--- config.mk ---
export PLATFORM = sky130hd
export DESIGN_NAME = hd_tx_coder
export DESIGN_NICKNAME = d
export VERILOG_FILES = /design/src/rtl/hdtx_pkg.sv /design/src/rtl/hdtx_scrambler_unroll.sv /design/src/rtl/hdtx_nrzi_unroll.sv /design/src/rtl/hdtx_state_reg.sv /design/src/rtl/hd_tx_coder.sv
export SDC_FILE = /design/constraint.sdc
export NUM_CORES = 1
export LEC_CHECK = 0
export BUFFER_PORTS_ARGS = -buffer_cell sky130_fd_sc_hd__buf_2
export CAP_MARGIN = 10
export CELL_PAD_IN_SITES_DETAIL_PLACEMENT = 0
export CELL_PAD_IN_SITES_GLOBAL_PLACEMENT = 1
export CORE_MARGIN = 2
export CORE_UTILIZATION = 43
export DETAILED_ROUTE_END_ITERATION = 8
export MAX_ROUTING_LAYER = met4
export PLACE_DENSITY = 0.84
export RECOVER_POWER = 100
export SYNTH_ARGS = -nofsm -noshare
export SYNTH_HDL_FRONTEND = slang
export SYNTH_HIERARCHICAL = 1
export SYNTH_SLANG_ARGS = --single-unit
export TNS_END_PERCENT = 20
--- constraint.sdc ---
create_clock -name clk -period 4.4 [get_ports clk]
set_clock_uncertainty 0.15 [all_clocks]
set_input_delay 0.88 -clock clk [delete_from_list [all_inputs] [get_ports clk]]
set_output_delay 0.88 -clock clk [all_outputs]
set_load 0.005 [all_outputs]
--- src/rtl/hdtx_pkg.sv ---
// Shared sizing for the transmit channel coder.
// Assumes the word is at least one bit longer than the scrambler history.
package hdtx_pkg;
    localparam int WORD_W  = 20; // serial bit times per word clock
    localparam int SCR_LEN = 9;  // highest power of the scrambler generator
    localparam int SCR_TAP = 4;  // middle power of the scrambler generator
endpackage

--- src/rtl/hdtx_scrambler_unroll.sv ---
// Combinational unroll of the x^SCR_LEN + x^SCR_TAP + 1 self-synchronizing
// scrambler over WORD_W serial bit times, bit 0 first.
// Assumes hist_in[SCR_LEN-1] is the most recent scrambled bit of the previous
// word and hist_in[0] the oldest. hist_out uses the same ordering.
module hdtx_scrambler_unroll #(
    parameter int WORD_W  = 20,
    parameter int SCR_LEN = 9,
    parameter int SCR_TAP = 4
) (
    input  logic [SCR_LEN-1:0] hist_in,
    input  logic [WORD_W-1:0]  data_in,
    output logic [WORD_W-1:0]  scr_out,
    output logic [SCR_LEN-1:0] hist_out
);
    localparam int EXT_W = SCR_LEN + WORD_W;

    logic [EXT_W-1:0] ext;

    // Extend the history with each new scrambled bit in serial order.
    always_comb begin
        ext = '0;
        ext[SCR_LEN-1:0] = hist_in;
        for (int j = 0; j < WORD_W; j++) begin
            ext[SCR_LEN + j] = data_in[j] ^ ext[SCR_LEN + j - SCR_TAP] ^ ext[j];
        end
    end

    assign scr_out  = ext[EXT_W-1 -: WORD_W];
    assign hist_out = ext[EXT_W-1 -: SCR_LEN];
endmodule

--- src/rtl/hdtx_nrzi_unroll.sv ---
// Combinational unroll of NRZI (x + 1) coding over WORD_W bit times.
// Assumes line_in is the last coded bit of the previous word.
module hdtx_nrzi_unroll #(
    parameter int WORD_W = 20
) (
    input  logic              line_in,
    input  logic [WORD_W-1:0] scr_in,
    output logic [WORD_W-1:0] code_out
);
    logic [WORD_W:0] level;

    assign level[0] = line_in;

    // Each scrambled 1 toggles the line level; bit j uses the level after bit j-1.
    for (genvar j = 0; j < WORD_W; j++) begin : g_lvl
        assign level[j+1] = level[j] ^ scr_in[j];
    end

    assign code_out = level[WORD_W:1];
endmodule

--- src/rtl/hdtx_state_reg.sv ---
// State and output registers of the transmit coder.
// Assumes a synchronous active-low reset that clears every register to zero.
module hdtx_state_reg #(
    parameter int WORD_W  = 20,
    parameter int SCR_LEN = 9
) (
    input  logic               clk,
    input  logic               rst_n,
    input  logic [WORD_W-1:0]  code_nxt,
    input  logic [SCR_LEN-1:0] hist_nxt,
    output logic [WORD_W-1:0]  code_q,
    output logic [SCR_LEN-1:0] hist_q,
    output logic               line_q
);
    // Capture the coded word, scrambler history and line level each word clock.
    always_ff @(posedge clk) begin
        if (!rst_n) begin
            code_q <= '0;
            hist_q <= '0;
            line_q <= 1'b0;
        end else begin
            code_q <= code_nxt;
            hist_q <= hist_nxt;
            line_q <= code_nxt[WORD_W-1];
        end
    end
endmodule

--- src/rtl/hd_tx_coder.sv ---
// Transmit channel coder: x^9+x^4+1 scrambler followed by NRZI, 20 bit times
// per clock, one clock of latency. Bit 0 is the first serialized bit.
// Assumes a synchronous active-low reset and a single rising-edge word clock.
module hd_tx_coder
    import hdtx_pkg::*;
#(
    parameter int W = WORD_W,
    parameter int L = SCR_LEN,
    parameter int T = SCR_TAP
) (
    input  logic         clk,
    input  logic         rst_n,
    input  logic [W-1:0] in_word,
    output logic [W-1:0] out_word
);
    logic [L-1:0] scr_hist;
    logic [L-1:0] hist_nxt;
    logic         nrzi_last;
    logic [W-1:0] scr_word;
    logic [W-1:0] code_nxt;

    hdtx_scrambler_unroll #(.WORD_W(W), .SCR_LEN(L), .SCR_TAP(T)) i_scr (
        .hist_in (scr_hist),
        .data_in (in_word),
        .scr_out (scr_word),
        .hist_out(hist_nxt)
    );

    hdtx_nrzi_unroll #(.WORD_W(W)) i_nrzi (
        .line_in (nrzi_last),
        .scr_in  (scr_word),
        .code_out(code_nxt)
    );

    hdtx_state_reg #(.WORD_W(W), .SCR_LEN(L)) i_state (
        .clk     (clk),
        .rst_n   (rst_n),
        .code_nxt(code_nxt),
        .hist_nxt(hist_nxt),
        .code_q  (out_word),
        .hist_q  (scr_hist),
        .line_q  (nrzi_last)
    );
endmodule

==> results of run 1 <==
[through the flow]
stage | worst slack [ns] | hold slack, ns
2_1_floorplan | 0.477 | 0.491
3_3_place_gp | 0.289 | 0.587
3_5_place_dp | 0.197 | 0.600
4_1_cts | 0.483 | 0.619
5_1_grt | 0.187 | 0.705
6_report | 0.432 | 0.640
[cell usage after synthesis]
| master | number | area, µm² |
|---|---|---|
| inv_1 | 11 | 41.3 |
| xnor2_2 | 2 | 32.5 |
| and2_4 | 7 | 61.3 |
| buf_8 | 1 | 15.0 |
| xnor3_1 | 7 | 158 |
| clkbuf_2 | 1 | 5.00 |
| buf_6 | 1 | 11.3 |
| and2_1 | 13 | 81.3 |
| buf_4 | 10 | 75.1 |
| and2_2 | 9 | 67.6 |
| xor2_1 | 17 | 149 |
| xnor3_2 | 6 | 143 |
| dfxtp_1 | 29 | 581 |
| xor3_1 | 1 | 23.8 |
| xor3_2 | 3 | 75.1 |
| xnor2_1 | 34 | 298 |
| xor2_2 | 1 | 16.3 |
| xnor2_4 | 3 | 82.6 |
[layout make-up]
type,instances,area [µm²]
fill,419,2200
inverter,11,41.3
clock buffer,6,72.6
clock inverter,2,10.0
tap,52,65.1
multi-input combinational,103,1130
timing repair buffer,45,221
sequential,29,581
[cells by family after synthesis]
group         synth area share
xor+xnor                 0.510
buf+inv                 0.0771
flops                    0.303
simple gates             0.110
[flip-flops by register name, summed over array words and instances (netlist names)]
name / count
i_state/code_q: 20
i_state/hist_q: 9
[worst max-delay path, delay by kind of cell]
kind          cells  cell delay (ns)
xor+xnor          8             2.83
simple gates      1             0.19
buf+inv           1             0.08
[cells in the final DEF, fill, tap and decap left out]
| cell | instances |
|---|---|
| xnor2_1 | 37 |
| buf_2 | 33 |
| dfxtp_1 | 29 |
| xor2_1 | 18 |
| and2_2 | 13 |
| xnor3_1 | 12 |
| inv_1 | 11 |
| clkbuf_1 | 10 |
| and2_1 | 9 |
| clkbuf_8 | 5 |
| and2_0 | 5 |
| xor3_1 | 3 |
| buf_4 | 3 |
| clkinv_2 | 2 |
| xnor2_4 | 2 |
| and2_4 | 2 |
| xnor3_2 | 1 |
| xor3_2 | 1 |
[metal layers]
layer,vias up,track usage,part of all wire
met1,488,0.175,0.44
met4,0,0.0377,0.0071
met2,33,0.249,0.49
met5,-,-,0
li1,542,-,-
met3,4,0.0442,0.054
[final timing paths]
check	start	end	slack [ns]
max	in_word[2]	i_state/code_q[18]	0.43
min	i_state/code_q[19]	i_state/code_q[0]	0.64
max reg2reg	i_state/hist_q[6]	i_state/code_q[18]	0.82
min reg2reg	i_state/code_q[19]	i_state/code_q[0]	0.64
==> run_results.csv, run 1 <==
group,metric,value,unit
routing,drc_errors,0,
floorplan,io_pins,42,
placed_design,dpl-instance-area,2110,µm²
clocking,clkTransAtPathRegs,0.06,ns
worst_setup_path,crit_fanout,4,
yosys,ys_seq_area_frac,0.303,
layout,antennaDiodeCount,0,
clocking,cts_sinks,29,
floorplan,fp-row-count,24,
worst_setup_path,reg2regPathDepth,9,
timing,relSlewSlack,0.617,
layout,layout-drive-gt1-share,0.316,
yosys,yosysWarnings,6,
worst_setup_path,crit_type,"primary input to register",
timing,max_clock_freq,252,MHz
clocking,cts_buffer_depth,2,
worst_setup_path,worstPathCellList,"buf_2 > xnor3_1 > xnor2_4 > xor3_1 > xnor2_1 > xor2_1 > xnor3_1 > xnor3_1 > xnor2_1 > and2_2",
floorplan,die-area,5000,µm²
yosys,synth.distinct_cells,18,
clocking,hold_buffers,0,
floorplan,coreArea,4320,µm²
floorplan,die_x,70.7,µm
yosys,syn_area_per_cell,12.3,µm²
worst_setup_path,cp-end-kind,"register",
worst_setup_path,start_kind,"primary input",
global_route,grt_pass1_vias,1156,
floorplan,start_util,0.443,
layout,nNetsFinal,217,
timing,tightestPinTransition,0.570,ns
layout,fin_area,2120,µm²
clocking,cts_made_buffers,5,
worst_setup_path,cpMostUsedCell,"xnor3_1",
flow_run,drv_cap,0,
timing,finalCritPeriodShare,0.902,
timing,final-hold-violation-count,0,
placed_design,place_congestion,0.857,
routing,avgViaCountPerCell,4.30,
layout,syn2layout_area_growth,10.7,%
timing,rsz0062_at_grt,"no",
global_route,grt_max_degree,30,
worst_setup_path,critPathRequiredTime,4.43,ns
timing,timing.final.crit_period,3.97,ns
clocking,cts_tree,"done",
yosys,ys_seq_elements,29,
global_route,grt_overflow_total,0,
routing,routed_wl,3250,µm
timing,fin_tns_setup,0,ns
global_route,antenna_found_initial,0,
floorplan,die_h,70.7,µm
routing,firstDrtPassIters,4,
routing,dr_total_vias,1067,
clocking,worstSkewPairLatency,0.28,ns
global_route,grt_util_all_layers,0.149,
layout,utilization,0.490,
worst_setup_path,worst_path_max_delay_cell,"xnor3_1",
clocking,h-tree-depth,2,
layout,final_cells,248,
yosys,syn_inst,156,
worst_hold_path,hp-class,"register to register",
yosys,syn_area,1920,µm²
routing,wl_per_cell,13.1,µm
worst_setup_path,slowest_delay,0.52,ns
worst_setup_path,crit_arrival,3.99,ns
routing,drtIter0Drc,31,
timing,maxSlewViolCount,0,
clocking,cts_resized,0,
placed_design,portBuffers,41,
placed_design,detailed_place_hpwl,2670,µm
timing,finalSetupViolations,0,
status,status,"completed",
worst_hold_path,holdPathStages,3,
yosys,syn_nets,178,
routing,ant_nets,0,
clocking,cts_root_buf,"clkbuf_8",
clocking,cts_setup_buffers,0,
global_route,grt_pass1_wl,5510,µm
placed_design,placedCellCount,240,
Power of run 1 is not shown: default switching activity piles up to over one toggle a cycle in this logic, so the estimate is an artifact.
==> run 2: changes to the inputs <==
--- a/config.mk
+++ b/config.mk
@@ -10,10 +10,10 @@
 export CELL_PAD_IN_SITES_DETAIL_PLACEMENT = 0
 export CELL_PAD_IN_SITES_GLOBAL_PLACEMENT = 1
 export CORE_MARGIN = 2
-export CORE_UTILIZATION = 43
+export CORE_UTILIZATION = 35
 export DETAILED_ROUTE_END_ITERATION = 8
 export MAX_ROUTING_LAYER = met4
-export PLACE_DENSITY = 0.84
+export PLACE_DENSITY = 0.71
 export RECOVER_POWER = 100
 export SYNTH_ARGS = -nofsm -noshare
 export SYNTH_HDL_FRONTEND = slang
==> run_results.csv, run 2 (synthesized netlist as in run 1, its figures left out) <==
group,metric,value,unit
timing,tightestPinTransition,0.589,ns
placed_design,portBuffers,41,
layout,layout-drive-gt1-share,0.327,
floorplan,fp-row-count,26,
worst_setup_path,worst_path_max_delay_cell,"xnor3_1",
worst_setup_path,crit_arrival,4.04,ns
timing,worst_slack,0.377,ns
flow_run,drv_cap,0,
layout,antennaDiodeCount,0,
worst_hold_path,hp-class,"register to register",
clocking,cts_root_buf,"clkbuf_8",
floorplan,die_x,78.0,µm
timing,relSlewSlack,0.605,
routing,firstDrtPassIters,3,
worst_setup_path,crit_fanout,4,
clocking,cts_made_buffers,5,
floorplan,die_h,78.0,µm
clocking,hold_buffers,0,
global_route,grt_max_degree,30,
timing,finalSetupViolations,0,
placed_design,detailed_place_hpwl,2570,µm
floorplan,die-area,6080,µm²
layout,seq_area,581,µm²
worst_setup_path,slowest_delay,0.50,ns
clocking,worstSkewPairLatency,0.27,ns
routing,ant_nets,0,
layout,mostFrequentLayoutCells,"xnor2_1, buf_2, dfxtp_1, xor2_1, and2_2",
worst_setup_path,critPathRequiredTime,4.41,ns
layout,final_common_cell,"xnor2_1",
clocking,cts_setup_buffers,0,
global_route,grt_util_all_layers,0.123,
timing,max_clock_freq,249,MHz
placed_design,dp_slack,0.0762,ns
layout,n_fill_cell,557,
global_route,grt_pass1_vias,1104,
routing,wl_per_cell,12.0,µm
global_route,antenna_found_initial,0,
routing,avgViaCountPerCell,3.92,
timing,maxSlewViolCount,0,
worst_setup_path,start_kind,"primary input",
worst_setup_path,crit_buf_inv,1,
clocking,cts_resized,0,
timing,timing.final.crit_period,4.02,ns
worst_setup_path,cpMostUsedCell,"xnor3_1",
routing,dr_total_vias,1042,
clocking,h-tree-depth,2,
status,status,"completed",
placed_design,place_congestion,0.769,
timing,rsz0062_at_grt,"no",
clocking,cts_sinks,29,
layout,reg.largest.list,"i_state/code_q x20, i_state/hist_q x9",
global_route,grt_pass1_wl,5490,µm
worst_setup_path,cp-end-kind,"register",
worst_setup_path,cp_top_family,"XOR/XNOR gates",
clocking,clkTransAtPathRegs,0.06,ns
worst_setup_path,worstPathCellList,"buf_2 > xnor3_1 > xnor2_4 > xor3_2 > xnor2_1 > xor2_1 > xnor3_1 > xnor3_1 > xnor2_1 > and2_2",
layout,largest_reg_flops,20,
layout,multiInputGateArea,1110,µm²
worst_setup_path,crit_type,"primary input to register",
routing,drtIter0Drc,18,
timing,fin_tns_setup,0,ns
floorplan,io_pins,42,
timing,finalCritPeriodShare,0.914,
layout,syn2layout_area_growth,11.7,%
clocking,cts_tree,"done",
floorplan,start_util,0.368,
routing,drc_errors,0,
timing,final-hold-violation-count,0,
global_route,grt_overflow_total,0,
routing,routed_wl,3200,µm
layout,largest_register,"i_state/code_q",
layout,nNetsFinal,218,
clocking,cts_buffer_depth,2,
floorplan,coreArea,5200,µm²
## run 2: final timing paths
path	start	end	slack [ns]	cells after the start
max	in_word[1]	i_state/code_q[18]	0.38	10
min	i_state/code_q[19]	i_state/code_q[0]	0.62	3
max reg2reg	i_state/hist_q[6]	i_state/code_q[18]	0.74	9
min reg2reg	i_state/code_q[19]	i_state/code_q[0]	0.62	3
## run 2: stage by stage
stage / area (µm²) / std cells / utilization / hold WS (ns)
after floorplan: 1920 / 156 / - / 0.491
after global placement: 2140 / 259 / 0.411 / 0.590
after detailed placement: 2140 / 259 / 0.411 / 0.588
after CTS: 2230 / 266 / 0.428 / 0.606
after global routing: 2140 / 266 / 0.411 / 0.693
final: 2140 / 266 / 0.411 / 0.616
## run 2: worst reg2reg max path, cell delays in order (launching register included)
cell and delay, ns:
dfxtp_1 0.37, xnor3_1 0.44, xnor2_4 0.29, xor3_2 0.40, xnor2_1 0.35, xor2_1 0.36, xnor3_1 0.40, xnor3_1 0.44
xnor2_1 0.17, and2_2 0.19
## run 2: layout make-up
type | instances | area share
clock buffers | 7 | 0.0404
repair buffers | 46 | 0.108
well taps | 70 | 0.0409
flip-flops and latches | 29 | 0.271
multi-input cells | 103 | 0.520
inverters | 11 | 0.0193
## run 2: layer usage
layer / wire, µm / vias to the layer above / share of wire / GRT usage
met2: 1450 / 25 / 0.45 / 0.184
met3: 148 / 4 / 0.046 / 0.0360
li1: - / 543 / - / -
met4: 46 / 0 / 0.014 / 0.0421
met5: 0 / - / 0 / -
met1: 1560 / 470 / 0.49 / 0.161
Power of run 2 is left out for the same reason.
==> run 3: changes to the inputs <==
--- a/config.mk
+++ b/config.mk
@@ -13,7 +13,7 @@
 export CORE_UTILIZATION = 35
 export DETAILED_ROUTE_END_ITERATION = 8
 export MAX_ROUTING_LAYER = met4
-export PLACE_DENSITY = 0.71
+export PLACE_DENSITY = 0.7
 export RECOVER_POWER = 100
 export SYNTH_ARGS = -nofsm -noshare
 export SYNTH_HDL_FRONTEND = slang
==> run_results.csv, run 3 (synthesized netlist as in run 1, its figures left out) <==
group,metric,value,unit
layout,final_common_cell,"xnor2_1",
timing,tightestPinTransition,0.542,ns
layout,final_cells,265,
global_route,grt_overflow_total,0,
floorplan,start_util,0.368,
timing,relSlewSlack,0.636,
placed_design,place_congestion,0.789,
clocking,cts_buffer_depth,2,
routing,drtIter0Drc,12,
placed_design,detailed_place_hpwl,2630,µm
routing,ant_nets,0,
worst_setup_path,critPathRequiredTime,4.42,ns
timing,finalSetupViolations,0,
timing,max_clock_freq,253,MHz
clocking,cts_root_buf,"clkbuf_8",
clocking,clkTransAtPathRegs,0.06,ns
layout,multiInputGateArea,1130,µm²
clocking,hold_buffers,0,
worst_hold_path,hp-class,"register to register",
floorplan,coreArea,5200,µm²
clocking,worstSkewPairLatency,0.28,ns
routing,wl_per_cell,12.2,µm
layout,layout-drive-gt1-share,0.328,
clocking,cts_sinks,29,
clocking,cts_made_buffers,5,
layout,largest_register,"i_state/code_q",
clocking,h-tree-depth,2,
timing,final-hold-violation-count,0,
worst_setup_path,start_kind,"primary input",
global_route,grt_pass1_wl,5440,µm
routing,drc_errors,0,
clocking,cts_resized,0,
layout,seq_area,581,µm²
timing,timing.hold.ws,0.628,ns
placed_design,portBuffers,41,
timing,finalCritPeriodShare,0.899,
routing,dr_total_vias,1049,
flow_run,drv_cap,0,
routing,routed_wl,3230,µm
worst_setup_path,crit_arrival,3.98,ns
timing,fin_tns_setup,0,ns
routing,firstDrtPassIters,4,
layout,mostFrequentLayoutCells,"xnor2_1, buf_2, dfxtp_1, xor2_1, and2_2",
timing,timing.final.crit_period,3.96,ns
clocking,cts_setup_buffers,0,
timing,maxSlewViolCount,0,
layout,nNetsFinal,217,
layout,syn2layout_area_growth,12.3,%
clocking,cts_tree,"done",
global_route,grt_max_degree,30,
status,status,"completed",
layout,antennaDiodeCount,0,
floorplan,die-area,6080,µm²
global_route,grt_pass1_vias,1148,
routing,avgViaCountPerCell,3.96,
global_route,antenna_found_initial,0,
layout,largest_reg_flops,20,
worst_setup_path,crit_type,"primary input to register",
worst_setup_path,cp-end-kind,"register",
worst_setup_path,crit_fanout,4,
timing,rsz0062_at_grt,"no",
layout,reg.largest.list,"i_state/code_q x20, i_state/hist_q x9",
floorplan,die_h,78.0,µm
layout,n_fill_cell,530,
floorplan,fp-row-count,26,
global_route,grt_util_all_layers,0.122,
floorplan,io_pins,42,
floorplan,die_x,78.0,µm
placed_design,placedCellCount,258,
-- run 3: final timing paths --
path | start | endpoint | slack (ns) | cells after the start
setup reg to reg | i_state/hist_q[6] | i_state/code_q[18] | 0.81 | 9
hold reg to reg | i_state/code_q[19] | i_state/code_q[0] | 0.63 | 3
hold / removal | i_state/code_q[19] | i_state/code_q[0] | 0.63 | 3
setup / recovery | in_word[1] | i_state/code_q[18] | 0.44 | 10
-- run 3: layer usage --
layer  global-route usage  up-vias  part of all wire
met5                    -        -                 0
met4               0.0474        0             0.016
met3               0.0384        6             0.065
met2                0.201       32              0.47
met1                0.140      470              0.45
li1                     -      541                 -
-- run 3: area by class of cell --
class                   instances  share of cell area
multi-input cells             103               0.526
flip-flops and latches         29               0.270
repair buffers                 45               0.104
well taps                      70              0.0407
clock buffers                   7              0.0401
inverters                      11              0.0192
-- run 3: through the flow --
step | area (µm²) | util | setup WS [ns]
2_1_floorplan | 1920 | - | 0.477
3_3_place_gp | 2130 | 0.410 | 0.274
3_5_place_dp | 2130 | 0.410 | 0.180
4_1_cts | 2220 | 0.426 | 0.480
5_1_grt | 2150 | 0.413 | 0.280
6_report | 2150 | 0.413 | 0.445
-- run 3: critical path, stage by stage --
cell,delay (ns)
buf_2,0.08
xnor3_1,0.50
xnor2_4,0.28
xor3_2,0.40
xnor2_1,0.29
xor2_1,0.36
xnor3_1,0.40
xnor3_1,0.44
xnor2_1,0.16
and2_2,0.19
Power of run 3 is left out for the same reason.
